==> config.mk <==
export PLATFORM = sky130hd
export DESIGN_NAME = cap_reload_tmr
export DESIGN_NICKNAME = d
export VERILOG_FILES = /design/src/rtl/cap_reload_tmr_pkg.sv /design/src/rtl/crt_pin_sampler.sv /design/src/rtl/crt_regs.sv /design/src/rtl/crt_count_core.sv /design/src/rtl/cap_reload_tmr.sv
export SDC_FILE = /design/constraint.sdc
export NUM_CORES = 1
export LEC_CHECK = 0
export BUFFER_PORTS_ARGS = -buffer_cell sky130_fd_sc_hd__buf_2
export CAP_MARGIN = 10
export CORE_MARGIN = 8
export CORE_UTILIZATION = 50
export DETAILED_ROUTE_END_ITERATION = 10
export GPL_TIMING_DRIVEN = 0
export PLACE_DENSITY = 0.83
export SYNTH_ARGS = -nofsm -noshare
export SYNTH_HDL_FRONTEND = slang
export SYNTH_SLANG_ARGS = --single-unit
==> constraint.sdc <==
create_clock -name clk_i -period 2.3 [get_ports clk_i]
set_input_delay 0 -clock clk_i [delete_from_list [all_inputs] [get_ports clk_i]]
set_output_delay 0 -clock clk_i [all_outputs]
set_load 0.005 [all_outputs]
==> src/rtl/cap_reload_tmr_pkg.sv <==
package cap_reload_tmr_pkg;
  localparam int unsigned DEF_DATA_W = 8;
  localparam int unsigned DEF_LANES  = 2;
  localparam int unsigned DEF_ADDR_W = 3;

  localparam int unsigned ADDR_CTRL = 0;
  localparam int unsigned CNT_BASE  = 1;
  localparam int unsigned RLD_BASE  = CNT_BASE + DEF_LANES;

  localparam int unsigned B_RUN = 0;
  localparam int unsigned B_CTR = 1;
  localparam int unsigned B_CAP = 2;
  localparam int unsigned B_EXT = 3;
  localparam int unsigned B_DN  = 4;
  localparam int unsigned B_EXF = 6;
  localparam int unsigned B_OVF = 7;

  typedef struct packed {
    logic down_en;
    logic ext_en;
    logic cap_sel;
    logic ctr_sel;
    logic run;
  } cfg_t;
endpackage

==> src/rtl/crt_pin_sampler.sv <==
module crt_pin_sampler #(
  parameter int unsigned SYNC_STAGES = 2
) (
  input  logic clk_i,
  input  logic rst_ni,
  input  logic mc_en_i,
  input  logic pin_i,
  output logic level_o,
  output logic fall_o
);
  logic pin_s;
  logic samp_q, prev_q;

  if (SYNC_STAGES > 0) begin : g_sync
    logic [SYNC_STAGES-1:0] sync_q;
    always_ff @(posedge clk_i or negedge rst_ni) begin
      if (!rst_ni) begin
        sync_q <= '0;
      end else begin
        sync_q[0] <= pin_i;
        for (int k = 1; k < SYNC_STAGES; k++) sync_q[k] <= sync_q[k-1];
      end
    end
    assign pin_s = sync_q[SYNC_STAGES-1];
  end else begin : g_nosync
    assign pin_s = pin_i;
  end

  // one sample per machine cycle; edge is qualified against the previous sample
  always_ff @(posedge clk_i or negedge rst_ni) begin
    if (!rst_ni) begin
      samp_q <= 1'b0;
      prev_q <= 1'b0;
    end else if (mc_en_i) begin
      samp_q <= pin_s;
      prev_q <= samp_q;
    end
  end

  assign level_o = samp_q;
  assign fall_o  = prev_q & ~samp_q;
endmodule

==> src/rtl/crt_regs.sv <==
module crt_regs
  import cap_reload_tmr_pkg::*;
#(
  parameter int unsigned DATA_W = DEF_DATA_W,
  parameter int unsigned LANES  = DEF_LANES,
  parameter int unsigned ADDR_W = DEF_ADDR_W,
  localparam int unsigned CNT_W = DATA_W * LANES
) (
  input  logic              clk_i,
  input  logic              rst_ni,
  input  logic              wr_i,
  input  logic [ADDR_W-1:0] addr_i,
  input  logic [DATA_W-1:0] wdata_i,
  input  logic [CNT_W-1:0]  cnt_i,
  input  logic              ovf_set_i,
  input  logic              exf_set_i,
  input  logic              cap_load_i,
  output cfg_t              cfg_o,
  output logic [CNT_W-1:0]  rld_o,
  output logic              ovf_o,
  output logic              exf_o,
  output logic [LANES-1:0]  cnt_we_o,
  output logic [DATA_W-1:0] rdata_o
);
  logic [LANES-1:0] rld_we;
  logic             ctrl_we;

  assign ctrl_we = wr_i && (addr_i == ADDR_W'(ADDR_CTRL));

  for (genvar l = 0; l < LANES; l++) begin : g_dec
    assign cnt_we_o[l] = wr_i && (addr_i == ADDR_W'(CNT_BASE + l));
    assign rld_we[l]   = wr_i && (addr_i == ADDR_W'(RLD_BASE + l));
  end

  always_ff @(posedge clk_i or negedge rst_ni) begin
    if (!rst_ni) begin
      cfg_o <= '0;
      ovf_o <= 1'b0;
      exf_o <= 1'b0;
    end else begin
      if (ctrl_we) begin
        cfg_o.run     <= wdata_i[B_RUN];
        cfg_o.ctr_sel <= wdata_i[B_CTR];
        cfg_o.cap_sel <= wdata_i[B_CAP];
        cfg_o.ext_en  <= wdata_i[B_EXT];
        cfg_o.down_en <= wdata_i[B_DN];
        ovf_o         <= wdata_i[B_OVF] | ovf_set_i;
        exf_o         <= wdata_i[B_EXF] | exf_set_i;
      end else begin
        ovf_o <= ovf_o | ovf_set_i;
        exf_o <= exf_o | exf_set_i;
      end
    end
  end

  // software byte write wins over a capture in the same cycle
  always_ff @(posedge clk_i or negedge rst_ni) begin
    if (!rst_ni) begin
      rld_o <= '0;
    end else begin
      for (int l = 0; l < LANES; l++) begin
        if (rld_we[l])       rld_o[l*DATA_W +: DATA_W] <= wdata_i;
        else if (cap_load_i) rld_o[l*DATA_W +: DATA_W] <= cnt_i[l*DATA_W +: DATA_W];
      end
    end
  end

  always_comb begin
    rdata_o = '0;
    if (addr_i == ADDR_W'(ADDR_CTRL)) begin
      rdata_o[B_RUN] = cfg_o.run;
      rdata_o[B_CTR] = cfg_o.ctr_sel;
      rdata_o[B_CAP] = cfg_o.cap_sel;
      rdata_o[B_EXT] = cfg_o.ext_en;
      rdata_o[B_DN]  = cfg_o.down_en;
      rdata_o[B_EXF] = exf_o;
      rdata_o[B_OVF] = ovf_o;
    end
    for (int l = 0; l < LANES; l++) begin
      if (addr_i == ADDR_W'(CNT_BASE + l)) rdata_o = cnt_i[l*DATA_W +: DATA_W];
      if (addr_i == ADDR_W'(RLD_BASE + l)) rdata_o = rld_o[l*DATA_W +: DATA_W];
    end
  end
endmodule

==> src/rtl/crt_count_core.sv <==
module crt_count_core
  import cap_reload_tmr_pkg::*;
#(
  parameter int unsigned DATA_W = DEF_DATA_W,
  parameter int unsigned LANES  = DEF_LANES,
  localparam int unsigned CNT_W = DATA_W * LANES
) (
  input  logic              clk_i,
  input  logic              rst_ni,
  input  logic              mc_en_i,
  input  cfg_t              cfg_i,
  input  logic              cnt_fall_i,
  input  logic              trg_lvl_i,
  input  logic              trg_fall_i,
  input  logic [CNT_W-1:0]  rld_i,
  input  logic [LANES-1:0]  cnt_we_i,
  input  logic [DATA_W-1:0] wdata_i,
  output logic [CNT_W-1:0]  cnt_o,
  output logic              ovf_set_o,
  output logic              exf_set_o,
  output logic              cap_load_o
);
  logic [CNT_W-1:0] cnt_d;
  logic step, trg_act, count_up;

  assign step     = mc_en_i && cfg_i.run && (cfg_i.ctr_sel ? cnt_fall_i : 1'b1);
  assign trg_act  = mc_en_i && cfg_i.ext_en && trg_fall_i;
  // direction only selectable in reload mode with down counting enabled
  assign count_up = !(!cfg_i.cap_sel && cfg_i.down_en) || trg_lvl_i;

  always_comb begin
    cnt_d      = cnt_o;
    ovf_set_o  = 1'b0;
    exf_set_o  = 1'b0;
    cap_load_o = 1'b0;

    if (step) begin
      if (count_up) begin
        if (cnt_o == '1) begin
          ovf_set_o = 1'b1;
          cnt_d     = cfg_i.cap_sel ? '0 : rld_i;
        end else begin
          cnt_d = cnt_o + 1'b1;
        end
      end else begin
        if (cnt_o == rld_i) begin
          ovf_set_o = 1'b1;
          cnt_d     = '1;
        end else begin
          cnt_d = cnt_o - 1'b1;
        end
      end
    end

    if (cfg_i.cap_sel) begin
      if (trg_act) begin
        cap_load_o = 1'b1;
        exf_set_o  = 1'b1;
      end
    end else if (!cfg_i.down_en && trg_act) begin
      cnt_d     = rld_i;
      exf_set_o = 1'b1;
    end

    for (int l = 0; l < LANES; l++) begin
      if (cnt_we_i[l]) cnt_d[l*DATA_W +: DATA_W] = wdata_i;
    end
  end

  always_ff @(posedge clk_i or negedge rst_ni) begin
    if (!rst_ni) cnt_o <= '0;
    else         cnt_o <= cnt_d;
  end
endmodule

==> src/rtl/cap_reload_tmr.sv <==
module cap_reload_tmr
  import cap_reload_tmr_pkg::*;
#(
  parameter int unsigned DATA_W      = DEF_DATA_W,
  parameter int unsigned LANES       = DEF_LANES,
  parameter int unsigned ADDR_W      = DEF_ADDR_W,
  parameter int unsigned SYNC_STAGES = 2
) (
  input  logic              clk_i,
  input  logic              rst_ni,
  input  logic              mc_en_i,
  input  logic              cnt_pin_i,
  input  logic              trg_pin_i,
  input  logic              wr_i,
  input  logic [ADDR_W-1:0] addr_i,
  input  logic [DATA_W-1:0] wdata_i,
  output logic [DATA_W-1:0] rdata_o,
  output logic              ovf_o,
  output logic              exf_o,
  output logic              irq_o
);
  localparam int unsigned CNT_W  = DATA_W * LANES;
  localparam int unsigned N_PINS = 2;

  logic [N_PINS-1:0] pin_vec, pin_lvl, pin_fall;
  logic              cnt_lvl, cnt_fall, trg_lvl, trg_fall;
  cfg_t              cfg;
  logic [CNT_W-1:0]  cnt_q, rld_q;
  logic [LANES-1:0]  cnt_we;
  logic              ovf_set, exf_set, cap_load;

  assign pin_vec = {trg_pin_i, cnt_pin_i};

  for (genvar p = 0; p < N_PINS; p++) begin : g_pin
    crt_pin_sampler #(.SYNC_STAGES(SYNC_STAGES)) u_samp (
      .clk_i   (clk_i),
      .rst_ni  (rst_ni),
      .mc_en_i (mc_en_i),
      .pin_i   (pin_vec[p]),
      .level_o (pin_lvl[p]),
      .fall_o  (pin_fall[p])
    );
  end

  assign cnt_lvl  = pin_lvl[0];
  assign cnt_fall = pin_fall[0];
  assign trg_lvl  = pin_lvl[1];
  assign trg_fall = pin_fall[1];

  crt_regs #(.DATA_W(DATA_W), .LANES(LANES), .ADDR_W(ADDR_W)) u_regs (
    .clk_i      (clk_i),
    .rst_ni     (rst_ni),
    .wr_i       (wr_i),
    .addr_i     (addr_i),
    .wdata_i    (wdata_i),
    .cnt_i      (cnt_q),
    .ovf_set_i  (ovf_set),
    .exf_set_i  (exf_set),
    .cap_load_i (cap_load),
    .cfg_o      (cfg),
    .rld_o      (rld_q),
    .ovf_o      (ovf_o),
    .exf_o      (exf_o),
    .cnt_we_o   (cnt_we),
    .rdata_o    (rdata_o)
  );

  crt_count_core #(.DATA_W(DATA_W), .LANES(LANES)) u_core (
    .clk_i      (clk_i),
    .rst_ni     (rst_ni),
    .mc_en_i    (mc_en_i),
    .cfg_i      (cfg),
    .cnt_fall_i (cnt_fall),
    .trg_lvl_i  (trg_lvl),
    .trg_fall_i (trg_fall),
    .rld_i      (rld_q),
    .cnt_we_i   (cnt_we),
    .wdata_i    (wdata_i),
    .cnt_o      (cnt_q),
    .ovf_set_o  (ovf_set),
    .exf_set_o  (exf_set),
    .cap_load_o (cap_load)
  );

  assign irq_o = ovf_o | exf_o;
endmodule

## Word-level counts from Yosys, hierarchy flattened

Cells that the tools add are included.

| storage, ports and cells | value |
|---|---|
| bits of input ports | 17 |
| output and inout port bits | 11 |
| register bits | 47 |
| logic and storage cells | 81 |

| operators by class | value |
|---|---|
| reduce and logical (&&, ||, !) cells | 18 |
| bitwise gates (word level) | 9 |
| add/subtract/negate cells | 2 |
| mux-type cells | 30 |
| equality and inequality tests | 6 |

Operator list:

| operator | number |
|---|---|
| $mux W16 | 7 |
| $mux W8 | 10 |
| $add A16 B1 Y16 const B | 1 |
| $eq A16 B16 Y1 | 1 |
| $eq A16 B16 Y1 const B | 1 |
| $sub A16 B1 Y16 const B | 1 |
| $logic_and A1 B1 Y1 | 11 |
| $mux W1 | 11 |
| $eq A3 B2 Y1 const B | 2 |
| $mux W5 | 1 |
| $or A1 B1 Y1 | 5 |
| $reduce_bool A2 Y1 | 2 |
| $eq A3 B1 Y1 const B | 1 |
| $eq A3 B3 Y1 const B | 1 |
| $logic_not A1 Y1 | 3 |
| $logic_not A3 Y1 | 1 |
| $and A1 B1 Y1 | 2 |
| $mux W2 | 1 |
| $not A1 Y1 | 2 |
| $logic_or A1 B1 Y1 | 1 |

## Longest topological paths before layout

| logic depth | value |
|---|---|
| word-level depth | 9 |
| depth in mapped cells | 9 |
| depth with buffers taken out | 7 |

## Hierarchy

From an unflattened synthesis, not the netlist that was laid out.

| unflattened totals | value |
|---|---|
| cell total of the unflattened synthesis | 449 |
| area, all modules | 3814.9 sq um |

By module, submodules not included:

| module | cells each | seq. area each (sq um) | area an instance (sq um) | times used |
|---|---|---|---|---|
| crt_count_core | 295 | 400.4 | 2128.3 | 1 |
| crt_regs | 139 | 575.6 | 1422.6 | 1 |
| crt_pin_sampler | 7 | 100.1 | 128.9 | 2 |
| cap_reload_tmr | 1 | 0.0 | 6.3 | 1 |

## Worst setup path before layout

No wires, ideal clock.

| path | value |
|---|---|
| path kind | flip-flop to flip-flop |
| from | register u_core.cnt_o[7] |
| to | register u_core.cnt_o[3] |
| data required time | 2227 ps |
| arrival time | 2037 ps |
| path slack | 190 ps |
| period minus slack after synthesis | 2110 ps |
| setup time | 73 ps |
| cell stages (with the launch flop) | 9 |
| buffers on the path | 2 |
| cells stage by stage | dfrtp_1 -> buf_6 -> nand4_4 -> or4_1 -> buf_2 -> or4_4 -> o211ai_2 -> o211ai_2 -> a21oi_2 |

| between the ends | value |
|---|---|
| word-level cells in the longest chain between the ends | 7 |
| elaborated cells on any way between the ends | 9 |
| those cells by class | 2 x eq/ne; 7 x mux |

Ends and longest elaborated chain:

| element | line | RTL |
|---|---|---|
| from (decl) | crt_count_core.sv:18 | `output logic [CNT_W-1:0] cnt_o,` |
| from (signal assigned) | crt_count_core.sv:72 | `else cnt_o <= cnt_d;` |
| $eq A16 B16 Y1 (on tied branches) | crt_count_core.sv:46, crt_count_core.sv:39 |  |
| $mux W16 (on tied branches) | crt_count_core.sv:46, crt_count_core.sv:39 |  |
| $mux W16 * | crt_count_core.sv:38 | `if (count_up) begin` |
| $mux W16 * | crt_count_core.sv:37 | `if (step) begin` |
| $mux W16 | crt_count_core.sv:60 | `end else if (!cfg_i.down_en && trg_act) begin` |
| $mux W16 * | crt_count_core.sv:55 | `if (cfg_i.cap_sel) begin` |
| $mux W8 * | crt_count_core.sv:66 | `if (cnt_we_i[l]) cnt_d[l*DATA_W +: DATA_W] = wdata_i;` |
| via u_core.cnt_d[3] | crt_count_core.sv:23 | `logic [CNT_W-1:0] cnt_d;` |

The timed path passes the listed nets; every way through them passes the cells marked *.
A chain may end at the register's enable or synchronous reset.

## Worst setup path after layout

| path | value |
|---|---|
| from | register u_core.cnt_o[11] |
| to | register u_core.cnt_o[1] |

Same word-level chain as after synthesis.

==> results.sh <==
export IMPL_coreArea_mm2=0.00718
export IMPL_clock_sinks=47
export IMPL_synth_top_family_by_area="simple AND/OR/NAND/NOR gates"
export IMPL_crit_buf_inv=3
export IMPL_synth_fa_ha_area_share_pct=0.686
export IMPL_power_frac_seq_pct=34.6
export IMPL_synth_cells=428
export IMPL_power_frac_comb_pct=51.8
export IMPL_cpMaxStageDelayCell="or4_4"
export IMPL_async_flop_share_pct=100
export IMPL_drtAntennaViolNets=0
export IMPL_die_w_um=101
export IMPL_routed_via_density=6.63
export IMPL_setup_viol_count_final=1
export IMPL_swShare_pct=46.9
export IMPL_drv_cap=0
export IMPL_track_usage_pct=25.8
export IMPL_synth_xor_area_share_pct=8.88
export IMPL_synth_area_mux_share_pct=13.4
export IMPL_hpwl_um=8930
export IMPL_finalHoldViolations=0
export IMPL_ios=28
export IMPL_layout_min_cycle_time_ns=2.36
export IMPL_start_kind="register"
export IMPL_synth_simple_area_share_pct=19.7
export IMPL_clk_path_buf_depth=2
export IMPL_port_buffers=24
export IMPL_avgSynthCellArea_um2=8.53
export IMPL_h_tree_depth=2
export IMPL_nets=489
export IMPL_drt_first_pass_iters=6
export IMPL_routedWlPerCell_um=22.7
export IMPL_rows=31
export IMPL_clkPwrFrac_pct=13.7
export IMPL_wl_um=12900
export IMPL_worstPathArrival_ns=2.58
export IMPL_timing_slew_headroom_pct=26.7
export IMPL_status="finished, violations left"
export IMPL_setup_tns_ns=-0.0573
export IMPL_netlist_area_mm2=0.00365
export IMPL_grt_pass1_vias=3619
export IMPL_cp_top_family="simple AND/OR/NAND/NOR gates"
export IMPL_clockRootBuffer="clkbuf_8"
export IMPL_synth_cell_types=54
export IMPL_layout_cells_non_filler=569
export IMPL_synth_warnings=0
export IMPL_maxSlewViolCount=0
export IMPL_synth_top_area_share_pct=32.2
export IMPL_vias=3774
export IMPL_yosys_top_cells_area="dfrtp_1 32%, mux2i_1 6.3%, xor2_1 6.2%"
export IMPL_endpoint_kind="register"
export IMPL_synth_compound_area_share_pct=19.2
export IMPL_hp_class="input port to register"
export IMPL_synth_edf_count=0
export IMPL_die_h_um=101
export IMPL_overflow=0
export IMPL_initial_core_util_pct=50.9
export IMPL_path_max_fanout=7
export IMPL_violations="setup timing"
export IMPL_peakVddDrop_uv=572
export IMPL_worst_pin_slew_ns=1.10
export IMPL_ys_seq_area_share_pct=32.2
export IMPL_slowest_delay_ns=0.57
export IMPL_drt_iter0_drc=485
export IMPL_fp_dieArea_mm2=0.0103
export IMPL_drc=0
export IMPL_grt_start_max_net_pins=48
export IMPL_power_density_mw_per_mm2=1090
export IMPL_fin_skew_ns=0.00810
export IMPL_dpl_cell_count=551
export IMPL_gp_congestion=0.993
export IMPL_p_int_mw=2.42
export IMPL_clock_latency_ns=0.31
export IMPL_grt_pass1_wl_um=20300
export IMPL_cp_common_cell="buf_6"
export IMPL_clock_fmax_mhz=424
export IMPL_crit_required_ns=2.52
export IMPL_synth_fp_nets=447
export IMPL_cts_buffers=5
export IMPL_synth_top_flop_cell="dfrtp_1"
export IMPL_rsz0062_at_grt="true"
export IMPL_syn2layout_area_growth_pct=14.9
export IMPL_worst_slack_ns=-0.0573
export IMPL_antenna_found_initial=0
export IMPL_leakagePower_nw=1.64
export IMPL_finalCritPeriodShare_pct=102
export IMPL_yosys_area_top_type="dfrtp_1"
export IMPL_num_antenna_cells=0
export IMPL_switchingPower_mw=2.14
export IMPL_crit_chain="buf_6 > nand4_1 > or4_4 > buf_6 > nor3_4 > buf_6 > mux2i_1 > o221ai_1 > a21oi_1"
export IMPL_drive_gt1_share_pct=19.8
export IMPL_ys_ff_latch=47
export IMPL_crit_type="register to register"
export IMPL_clk_pin_slew_ns=0.10
export IMPL_cts_tree="built"
==> repair_timing <==
action                                  4_1_cts  5_1_grt
hold buffers                                  3        0
hold endpoints to repair                     49        0
cloned                                        0        0
endpoints found under the setup margin       16       13
gates resized for setup                      14       14
pin swaps                                     1        9
setup buffers                                 3        8
==> cell families (layout without fill, tap and decap cells) <==
family / count (synthesis) / count (layout)
and+or+nand+nor: 146 / 146
muxes: 41 / 41
DFF: 47 / 47
adders and majority gates: 2 / 2
buffers and inverters: 52 / 94
xor gates and xnor gates: 37 / 37
AOI/OAI and AO/OA: 103 / 103
==> power groups by stage <==
stage / sequential [mW] / clock [mW] / combinational, mW
after floorplan: 1.33 / 0 / 1.60
after global placement: 1.45 / 0 / 2.14
after detailed placement: 1.46 / 0 / 2.18
after CTS: 1.53 / 0.624 / 2.16
after global routing: 1.59 / 0.656 / 2.53
final: 1.57 / 0.623 / 2.36
==> cells in the mapped netlist (all sizes together), types with 13 or more instances <==
cell type and count:
xor2 26, nor2 40, inv 13, o22ai 15, clkbuf 27, nand2 41
mux2 13, o21ai 17, mux2i 23, dfrtp 47, a21oi 24
==> layout by cell type, fill, tap and decap left out, drive strengths merged, types with 2 or more instances in the layout <==
master	netlist	final
dfrtp	47	47
nand3	12	12
mux2i	23	23
xor2	26	26
o211ai	4	4
a211oi	2	2
and3	5	5
nand2	41	41
o32ai	2	2
ha	2	2
xnor2	11	11
mux4	5	5
a22oi	5	5
or2	3	3
o221ai	10	10
or3	4	4
a221oi	6	6
nor4	9	9
nand4	7	7
a211o	2	2
a311oi	2	2
o22ai	15	15
inv	13	13
nor2	40	40
buf	12	49
o31ai	3	3
a31oi	3	3
dlygate4sd3	0	3
and2	3	3
a22o	2	2
clkbuf	27	27
or4	3	3
nor3	12	12
nor2b	4	4
mux2	13	13
a21oi	24	24
o21ai	17	17
==> sequential cells by signal, summed over array words and instances, names as in the netlist <==
| name | cells |
|---|---|
| u_core.cnt_o | 16 |
| u_regs.rld_o | 16 |
| u_regs.exf_o | 1 |
| g_pin.u_samp.prev_q | 2 |
| u_regs.cfg_o | 5 |
| u_regs.ovf_o | 1 |
| g_pin.u_samp.level_o | 2 |
| g_pin.u_samp.g_sync.sync_q | 4 |
==> path summary, 6_finish.rpt <==
check / start / endpoint / slack, ns / cells past startpoint
min reg2reg: g_pin[0].u_samp.g_sync.sync_q[0] / g_pin[0].u_samp.g_sync.sync_q[1] / 0.36 / 0
max reg2reg: u_core.cnt_o[11] / u_core.cnt_o[1] / -0.06 / 9
min: wdata_i[0] / u_regs.rld_o[8] / 0.008 / 3
min in group asynchronous: rst_ni / u_regs.rld_o[9] / 0.44 / 2
max: u_core.cnt_o[11] / u_core.cnt_o[1] / -0.06 / 9
max in group asynchronous: rst_ni / u_core.cnt_o[5] / 1.10 / 2
==> routing by layer <==
layer / vias to the layer above / track usage [%] / wire, µm
met3: 55 / 4.74 / 1530
met1: 1806 / 34.9 / 5070
li1: 1640 / - / -
met5: - / 0 / 0
met2: 273 / 39.7 / 5800
met4: 0 / 10.3 / 504
==> final cells by class <==
cell class                      count  area (µm²)
Fill cell                         653        2980
Multi-Input combinational cell    329        2300
Sequential cell                    47        1180
Timing Repair Buffer               38         249
Buffer                             36         186
Tap cell                           99         124
Clock buffer                        5        68.8
Inverter                           13        48.8
Clock inverter                      2        37.5
==> worst register-to-register path: stages (launching register included) <==
cell      delay (ns)
dfrtp_1         0.36
buf_6           0.13
nand4_1         0.16
or4_4           0.57
buf_6           0.15
nor3_4          0.21
buf_6           0.13
mux2i_1         0.17
o221ai_1        0.17
a21oi_1         0.23
==> per-stage QoR <==
step | utilization, % | area [µm²] | setup slack, ns | total power, mW | hold slack (ns)
floorplan | - | 3650 | 0.190 | 2.93 | -0.296
global placement | 54.3 | 3890 | -0.812 | 3.59 | 0.108
detailed placement | 54.3 | 3890 | -0.783 | 3.64 | 0.110
CTS | 56.9 | 4090 | 0.0175 | 4.32 | 0.00582
global route | 58.4 | 4190 | -0.171 | 4.77 | 0.0216
finish | 58.4 | 4190 | -0.0573 | 4.55 | 0.00780
Power figures use the tool's default switching activity.
